**src/rtl/hnv_pkg.sv**
```systemverilog
package hnv_pkg;
   typedef enum logic [1:0] {
      ACT_IDLE = 2'd0,
      ACT_SWAP = 2'd1,
      ACT_KEEP = 2'd2
   } hnv_action_e;

   function automatic int unsigned hnv_idx_w(input int unsigned n);
      return (n < 2) ? 1 : $clog2(n);
   endfunction
endpackage

```
**src/rtl/hnv_slot_mux.sv**
```systemverilog
module hnv_slot_mux #(
   parameter int WIDTH = 8,
   parameter int N_ACT = 5,
   parameter int NMOD  = 7,
   parameter int IDXW  = 3
) (
   input  logic [NMOD*WIDTH-1:0]  mod_res,
   input  logic [N_ACT*IDXW-1:0]  slot_map,
   output logic [N_ACT*WIDTH-1:0] slot_res
);
   for (genvar s = 0; s < N_ACT; s++) begin : g_slot
      logic [IDXW-1:0]  sel;
      logic [WIDTH-1:0] val;
      assign sel = slot_map[s*IDXW +: IDXW];
      always_comb begin
         val = '0;
         for (int j = 0; j < NMOD; j++) begin
            if (sel == IDXW'(j)) val = mod_res[j*WIDTH +: WIDTH];
         end
      end
      assign slot_res[s*WIDTH +: WIDTH] = val;
   end
endmodule

```
**src/rtl/hnv_majority.sv**
```systemverilog
module hnv_majority #(
   parameter int WIDTH = 8,
   parameter int N_ACT = 5
) (
   input  logic [N_ACT*WIDTH-1:0] slot_res,
   output logic [WIDTH-1:0]       voted
);
   localparam int THRESH = N_ACT / 2 + 1;
   localparam int CW     = $clog2(N_ACT + 1);

   if (N_ACT == 3) begin : g_tri
      logic [WIDTH-1:0] a, b, c;
      assign a = slot_res[0 +: WIDTH];
      assign b = slot_res[WIDTH +: WIDTH];
      assign c = slot_res[2*WIDTH +: WIDTH];
      assign voted = (a & b) | (a & c) | (b & c);
   end else begin : g_count
      for (genvar bt = 0; bt < WIDTH; bt++) begin : g_bit
         logic [CW-1:0] ones;
         always_comb begin
            ones = '0;
            for (int s = 0; s < N_ACT; s++) ones = ones + CW'(slot_res[s*WIDTH + bt]);
         end
         assign voted[bt] = (ones >= CW'(THRESH));
      end
   end
endmodule

```
**src/rtl/hnv_replace_ctrl.sv**
```systemverilog
module hnv_replace_ctrl
   import hnv_pkg::*;
#(
   parameter int N_ACT   = 5,
   parameter int N_SPARE = 2,
   parameter int NMOD    = 7,
   parameter int IDXW    = 3
) (
   input  logic                  clk,
   input  logic                  rst_n,
   input  logic [N_ACT-1:0]      cand,
   output logic [N_ACT*IDXW-1:0] slot_map,
   output logic [NMOD-1:0]       fault_mask,
   output logic                  spares_out,
   output logic                  degraded
);
   localparam int PTRW = $clog2(NMOD + 1);
   localparam int SELW = hnv_idx_w(N_ACT);

   logic [PTRW-1:0] next_spare;
   logic [SELW-1:0] pick;
   logic            any_cand;
   hnv_action_e     act;
   logic [IDXW-1:0] old_mod;

   always_comb begin
      pick = '0;
      for (int s = N_ACT - 1; s >= 0; s--) begin
         if (cand[s]) pick = SELW'(s);
      end
   end

   assign any_cand   = |cand;
   assign spares_out = (next_spare == PTRW'(NMOD));
   assign old_mod    = slot_map[pick*IDXW +: IDXW];

   always_comb begin
      if (!any_cand)       act = ACT_IDLE;
      else if (spares_out) act = ACT_KEEP;
      else                 act = ACT_SWAP;
   end

   always_ff @(posedge clk or negedge rst_n) begin
      if (!rst_n) begin
         for (int s = 0; s < N_ACT; s++) slot_map[s*IDXW +: IDXW] <= IDXW'(s);
         fault_mask <= '0;
         next_spare <= PTRW'(N_ACT);
         degraded   <= 1'b0;
      end else begin
         case (act)
            ACT_SWAP: begin
               fault_mask[old_mod]           <= 1'b1;
               slot_map[pick*IDXW +: IDXW]   <= next_spare[IDXW-1:0];
               next_spare                    <= next_spare + PTRW'(1);
            end
            ACT_KEEP: begin
               fault_mask[old_mod] <= 1'b1;
               degraded            <= 1'b1;
            end
            default: ;
         endcase
      end
   end
endmodule

```
**src/rtl/hnv_spare_voter.sv**
```systemverilog
module hnv_spare_voter
   import hnv_pkg::*;
#(
   parameter int WIDTH   = 8,
   parameter int N_ACT   = 5,
   parameter int N_SPARE = 2,
   localparam int NMOD   = N_ACT + N_SPARE,
   localparam int IDXW   = hnv_idx_w(NMOD)
) (
   input  logic                  clk,
   input  logic                  rst_n,
   input  logic                  in_valid,
   input  logic [NMOD*WIDTH-1:0] mod_res,
   output logic [WIDTH-1:0]      voted,
   output logic [N_ACT*IDXW-1:0] slot_map,
   output logic [NMOD-1:0]       fault_mask,
   output logic                  spares_out,
   output logic                  degraded
);
   if (N_ACT < 3 || (N_ACT % 2) == 0) begin : g_bad_nact
      $error("hnv_spare_voter: N_ACT must be odd and at least 3");
   end
   if (N_SPARE < 1) begin : g_bad_spare
      $error("hnv_spare_voter: N_SPARE must be at least 1");
   end
   if (WIDTH < 1) begin : g_bad_width
      $error("hnv_spare_voter: WIDTH must be at least 1");
   end

   logic [N_ACT*WIDTH-1:0] slot_res;
   logic [N_ACT-1:0]       cand;

   hnv_slot_mux #(.WIDTH(WIDTH), .N_ACT(N_ACT), .NMOD(NMOD), .IDXW(IDXW)) u_mux (
      .mod_res (mod_res),
      .slot_map(slot_map),
      .slot_res(slot_res)
   );

   hnv_majority #(.WIDTH(WIDTH), .N_ACT(N_ACT)) u_vote (
      .slot_res(slot_res),
      .voted   (voted)
   );

   for (genvar s = 0; s < N_ACT; s++) begin : g_dis
      logic [IDXW-1:0] held;
      assign held    = slot_map[s*IDXW +: IDXW];
      assign cand[s] = in_valid && (slot_res[s*WIDTH +: WIDTH] != voted) && !fault_mask[held];
   end

   hnv_replace_ctrl #(.N_ACT(N_ACT), .N_SPARE(N_SPARE), .NMOD(NMOD), .IDXW(IDXW)) u_ctrl (
      .clk       (clk),
      .rst_n     (rst_n),
      .cand      (cand),
      .slot_map  (slot_map),
      .fault_mask(fault_mask),
      .spares_out(spares_out),
      .degraded  (degraded)
   );
endmodule

```
**config.mk**
```make
export PLATFORM = sky130hd
export DESIGN_NAME = hnv_spare_voter
export DESIGN_NICKNAME = d
export VERILOG_FILES = /design/src/rtl/hnv_pkg.sv /design/src/rtl/hnv_slot_mux.sv /design/src/rtl/hnv_majority.sv /design/src/rtl/hnv_replace_ctrl.sv /design/src/rtl/hnv_spare_voter.sv
export SDC_FILE = /design/constraint.sdc
export NUM_CORES = 1
export LEC_CHECK = 0
export ABC_CLOCK_PERIOD_IN_PS = 7250
export BUFFER_PORTS_ARGS = -buffer_cell sky130_fd_sc_hd__clkbuf_2
export CORE_ASPECT_RATIO = 2
export CORE_UTILIZATION = 59
export DETAILED_ROUTE_END_ITERATION = 10
export PLACE_DENSITY_LB_ADDON = 0.08
export SKIP_CTS_REPAIR_TIMING = 1
export SLEW_MARGIN = 20
export SYNTH_ARGS = -nofsm -noshare
export SYNTH_HDL_FRONTEND = slang
export SYNTH_HIERARCHICAL = 1
export SYNTH_SLANG_ARGS = --single-unit
```
**constraint.sdc**
```tcl
create_clock -name clk -period 7.25 [get_ports clk]
set_input_delay 0.725 -clock clk [delete_from_list [all_inputs] [get_ports clk]]
set_output_delay 0.725 -clock clk [all_outputs]
set_load 0.005 [all_outputs]
```
==> flow_summary.ini, run 1 <==
[floorplan]
core_area_um2 = 9074
die_area_um2 = 9896
die_w_um = 70.85
std_cell_rows = 49
start_util_pct = 61.64
pin_count = 91
die_y_um = 139.7

[grt]
gr-total-overflow = 0
grt_first_pass_wirelength_um = 36190
antenna_found_initial = 0
grt.total_usage_pct = 48.21
grt_max_degree = 30
grt_pass1_vias = 6421

[clock_network]
clk_latency_ns = 0.27
htreeDepth = 1
numCtsBuffers = 3
cts.path.max_buffers = 2
clk_pin_slew_ns = 0.07
clock-root-buffer = clkbuf_16
cts_tree = built
cts_sinks = 26

[routing]
vias = 6499
drtPass1Iterations = 9
wirelength_um = 23550
post_drt_wl_per_cell_um = 26.95
vias_per_cell = 7.436
drt_iter0_drc = 708
ant_nets = 0
drcViolationCount = 7

[worst_setup_path]
r2r_end = u_ctrl/slot_map[13]
cp_common_cell = ha_1
reg2reg_slack_ns = 0.33
cp_slowest_cell = dfrtp_1
cpLargestDelayFamily = compound AO/OA/AOI/OAI gates
crit_buf_inv = 3
worst_ep_arrival_time_ns = 7.07
worstSetupStartpointType = flip-flop
r2r_cells = 23
critPathRequiredTime_ns = 7.40
worst_setup_path_end_kind = flip-flop
r2r_start = u_ctrl/slot_map[2]
worst-setup-path-type = reg2reg
crit_chain = or2_1 > o22ai_1 > a221o_1 > ha_1 > fa_1 > ha_1 > inv_1 > fa_1 > o21ai_0 > buf_4 > xnor2_1 > nand4_1 > o21ai_0 > a211oi_2 > nor2b_1 > nor2_1 > nor2_1 > inv_1 > ha_1 > nor3_1 > a211o_1 > a2111oi_2 > mux2_2
slowest_delay_ns = 0.93
crit_path_max_fanout = 25

[timing]
tightestPinTransition_ns = 0.9046
fmax_ghz = 0.1445
setup_tns_ns = 0
fin_skew_ns = 0.003522
max_slew_margin_pct = 39.69
hold_viol = 0
maxSlewViolCount = 0
finalSetupViolCount = 0
rsz0062_at_grt = no
min_period_over_period_pct = 95.46
fin_crit_ns = 6.921

[pwr]
power_density_nw_per_um2 = 308.8
vdd_drop_max_v = 0.0003044
p_leak_nw = 2.640

[logic_synthesis]
ys_ff_latch = 26
syn_inst = 700
avgSynthCellArea_um2 = 7.990
ys.flop_type = dfrtp_1
synth_edf_count = 0
synth_warnings = 6
synth_nets = 795
async_flop_share_pct = 100.0
synth_area_um2 = 5593
seq_area_frac_synth_pct = 11.79
synthDistinctLibCells = 69

[min_path]
hold_class = in2async

[placement]
dpl_cell_area_um2 = 6088
post-dp-hpwl_um = 17840
placed_cells = 870
portBuffers = 90
routabilityCongestion = 1.081

[layout]
syn2layout_area_growth_pct = 10.74
antenna_cells = 0
drive_gt1_share_pct = 22.15
nets = 868
final_cell_area_um2 = 6193
final_common_cell = clkbuf_2
mostFrequentLayoutCells = 90 x clkbuf_2, 78 x nor2_1, 71 x inv_1
stdcell_count = 874

[job]
cap_viol_max_count = 0

[status]
status = finished, violations left
violations = DRC
[cells by family (layout without fill, tap and decap cells)]
kind of cell    count (synthesis)  after routing  share of synthesized area [%]
simple gates                  201            201                          18.28
compound gates                188            188                          24.32
buf+inv                       116            188                          9.195
mux                            92             92                          19.80
xor+xnor                       41             41                          6.421
fa+ha+maj                      36             36                          10.20
flops                          26             26                          11.79
[power by group]
group	internal (mW)	switching, mW
clock network	0.110	0.0536
logic	0.619	0.854
registers	0.182	0.0928
[through the flow]
stage          total power, mW  hold slack, ns  setup WS, ns  utilization (%)
6_report                 1.912          0.4675        0.3289            68.26
5_1_grt                  2.009          0.4803       0.05654            68.26
4_1_cts                  1.849          0.4669        0.5720            68.26
3_3_place_gp             1.621          0.4463        0.8101            67.10
3_5_place_dp             1.669          0.4494        0.6085            67.10
2_1_floorplan            1.267          0.4294         1.541                -
[worst max path at each step]
stage / start / to / slack (ns) / cells past startpoint
5_1_grt: u_ctrl/slot_map[2] / u_ctrl/slot_map[13] / 0.06 / 23
4_1_cts: u_ctrl/slot_map[2] / u_ctrl/slot_map[13] / 0.57 / 23
2_1_floorplan: u_ctrl/slot_map[3] / u_ctrl/slot_map[12] / 1.54 / 24
3_5_place_dp: u_ctrl/slot_map[2] / u_ctrl/slot_map[13] / 0.61 / 23
6_report: u_ctrl/slot_map[2] / u_ctrl/slot_map[13] / 0.33 / 23
3_3_place_gp: u_ctrl/slot_map[2] / u_ctrl/slot_map[12] / 0.81 / 23
[area by class of cell]
cell class / count / area, um2
clock buffer: 3 / 75.07
clock inverter: 1 / 30.03
multi-input combinational: 558 / 4419
timing repair buffer: 111 / 608.1
inverter: 73 / 274.0
tap: 102 / 127.6
fill: 763 / 2880
sequential: 26 / 659.4
[worst reg2reg max path: cells and delay by family, from the launching register on]
kind,cells,cell delay (ns)
AO/OA/AOI/OAI,7,2.51
adder cells (fa/ha/maj),5,1.61
AND/OR/NAND/NOR,6,0.94
flip-flops,1,0.93
multiplexers,1,0.42
buffers and inverters,3,0.33
XOR/XNOR,1,0.07
[sequential cells by signal, indices dropped and copies added (netlist names)]
register           count
u_ctrl/degraded        1
u_ctrl/fault_mask      7
u_ctrl/next_spare      3
u_ctrl/slot_map       15
[Yosys cell counts (9+ instances only)]
library cell	instances	area share, %
mux4_2	13	5.2
mux2i_1	60	11
buf_4	9	1.2
xnor2_1	40	6.3
a221o_1	14	2.5
nor3b_1	9	1.2
a21oi_1	24	2.1
nand2_1	39	2.6
dfrtp_1	19	8.5
nand2b_1	13	1.5
nor2_1	78	5.2
fa_1	16	5.7
mux2_2	16	3.2
o21ai_0	34	3.0
o221ai_1	9	1.4
buf_2	23	2.1
ha_1	20	4.5
nor2b_1	11	1.2
o22ai_1	31	3.5
inv_1	71	4.8
nand4_1	11	1.2
o22a_1	10	1.6
[per-layer routing]
layer	vias up	wire length [um]	global-route usage (%)
met4	0	2595	42.42
met3	189	2212	8.617
met2	602	11220	79.91
met5	-	0	0
met1	3031	7531	51.26
li1	2677	-	-
Note: power is estimated with default switching activity, not from simulation.
==> run 2: changes to the inputs <==
--- a/config.mk
+++ b/config.mk
@@ -7,8 +7,10 @@
 export LEC_CHECK = 0
 export ABC_CLOCK_PERIOD_IN_PS = 7250
 export BUFFER_PORTS_ARGS = -buffer_cell sky130_fd_sc_hd__clkbuf_2
+export CELL_PAD_IN_SITES_DETAIL_PLACEMENT = 1
+export CELL_PAD_IN_SITES_GLOBAL_PLACEMENT = 2
 export CORE_ASPECT_RATIO = 2
-export CORE_UTILIZATION = 59
+export CORE_UTILIZATION = 35
 export DETAILED_ROUTE_END_ITERATION = 10
 export PLACE_DENSITY_LB_ADDON = 0.08
 export SKIP_CTS_REPAIR_TIMING = 1
==> run 2 against run 1 <==
The run now ends clean. Largest power group unchanged. Count of clock-buffer cells in the layout did not move. Wire length increased by 14%. Via count down 6.9%. Worst hold slack better by 0.0012 ns. Clock power hardly changed. Setup slack better by 0.27 ns. Fmax grew 4.0%. Critical endpoint unchanged. Flip-flop and latch count unchanged. Core utilization is 27 points lower.
==> flow_summary.ini, run 2 (same netlist as run 1, synthesis figures left out) <==
[routing]
met3_length_um = 816
drt-met1-wl_um = 8958
drcViolationCount = 0
vias = 6051
drt_iter0_drc = 346
wirelength_um = 26930
post_drt_wl_per_cell_um = 27.36
ant_nets = 0
dr.max_layer_used = met4
vias_per_cell = 6.149
dr_wl_met2_um = 14900
drtPass1Iterations = 5

[layout]
regMostFlops = u_ctrl/slot_map
antenna_cells = 0
nets = 879
largest_reg_flops = 15
final_common_cell = clkbuf_2
final_cell_area_um2 = 6400
drive_gt1_share_pct = 23.24
top_regs = u_ctrl/slot_map x15, u_ctrl/fault_mask x7, u_ctrl/next_spare x3
syn2layout_area_growth_pct = 14.43
stdcell_count = 984
mostFrequentLayoutCells = 90 x clkbuf_2, 78 x nor2_1, 71 x inv_1

[pwr]
vdd_drop_max_v = 0.0003154
power_density_nw_per_um2 = 306.4
p_total_mw = 1.961
p_leak_nw = 2.693

[grt]
gr-total-overflow = 0
grt.total_usage_pct = 33.08
antenna_found_initial = 0
grt_max_degree = 27
grt_first_pass_wirelength_um = 40450
grt_pass1_vias = 6775

[worst_setup_path]
worst_ep_arrival_time_ns = 6.81
critPathRequiredTime_ns = 7.41
worstSetupStartpointType = flip-flop
cp.depth = 20
crit_chain = nor2b_2 > and2_1 > a221o_1 > inv_1 > fa_1 > fa_1 > inv_1 > ha_1 > nor3b_1 > or2_1 > xnor2_1 > nand4_1 > o21ai_0 > a211oi_2 > nor2_1 > o21ai_0 > ha_1 > a211o_1 > a2111oi_2 > mux2_2
cp_slowest_cell = dfrtp_1
r2r_start = u_ctrl/slot_map[0]
worst_setup_path_end_kind = flip-flop
crit_buf_inv = 2
crit_path_max_fanout = 10
worst-setup-path-type = reg2reg
r2r_end = u_ctrl/slot_map[13]
r2r_cells = 20
cpLargestDelayFamily = simple AND/OR/NAND/NOR gates
slowest_delay_ns = 0.52
reg2reg_slack_ns = 0.60
cp-endpoint = u_ctrl/slot_map[13]
startpoint = u_ctrl/slot_map[0]

[timing]
tightestPinTransition_ns = 0.9333
fin_skew_ns = 0.004310
min_period_over_period_pct = 91.76
hold_viol = 0
setup_tns_ns = 0
max_slew_margin_pct = 37.78
finalSetupViolCount = 0
fin_crit_ns = 6.652
maxSlewViolCount = 0
rsz0062_at_grt = no
fmax_ghz = 0.1503

[placement]
portBuffers = 90
dpl_cell_area_um2 = 6295
post-dp-hpwl_um = 22050
routabilityCongestion = 0.9566
placed_cells = 980

[floorplan]
die_w_um = 91.39
core_area_um2 = 15700
die_y_um = 180.8
std_cell_rows = 65
start_util_pct = 35.63
die_area_um2 = 16520
pin_count = 91

[clock_network]
clk_pin_slew_ns = 0.07
cts_tree = built
clock-root-buffer = clkbuf_16
htreeDepth = 1
cts.path.max_buffers = 2
clk_latency_ns = 0.28
numCtsBuffers = 3
cts_sinks = 26

[job]
cap_viol_max_count = 0

[min_path]
hold_class = reg2reg
hp-start = u_ctrl/degraded

[status]
status = completed
==> run 2: cell types whose count changed in the layout (fill, tap and decap cells not counted), sizes merged <==
cell / previous run / this run
buf: 21 / 32
==> run 2: worst min path at each step <==
stage,endpoint,slack (ns),cells after the start
after global placement,u_ctrl/degraded,0.45,1
after CTS,u_ctrl/degraded,0.48,1
after detailed placement,u_ctrl/degraded,0.46,1
after floorplan,u_ctrl/degraded,0.43,0
after global routing,u_ctrl/degraded,0.50,1
final,u_ctrl/degraded,0.47,1
==> run 2: layer usage <==
layer / global-route usage, % / vias to the layer above
met3: 2.778 / 93
met5: 0 / -
met1: 30.78 / 3026
met2: 63.79 / 233
met4: 26.41 / 0
li1: - / 2699
==> run 2: layout make-up <==
class	count	area, um2
well taps	201	251.5
inverters	73	274.0
repair buffers	122	690.7
fillers	1970	9296
clock inverters	1	30.03
clock buffers	3	75.07
multi-input cells	558	4419
flip-flops and latches	26	659.4
==> run 2: power breakdown <==
part	switching (mW)	total [mW]	internal [mW]
logic	0.893	1.54	0.646
registers	0.0726	0.255	0.182
clock network	0.0571	0.167	0.110
==> run 2: per-stage QoR <==
step	hold WS, ns	setup slack, ns	utilization (%)
detailed placement	0.4588	0.7144	40.10
floorplan	0.4294	1.541	-
CTS	0.4761	0.6562	40.77
finish	0.4687	0.5977	40.77
global route	0.4977	0.2543	40.77
global placement	0.4460	0.7816	40.10
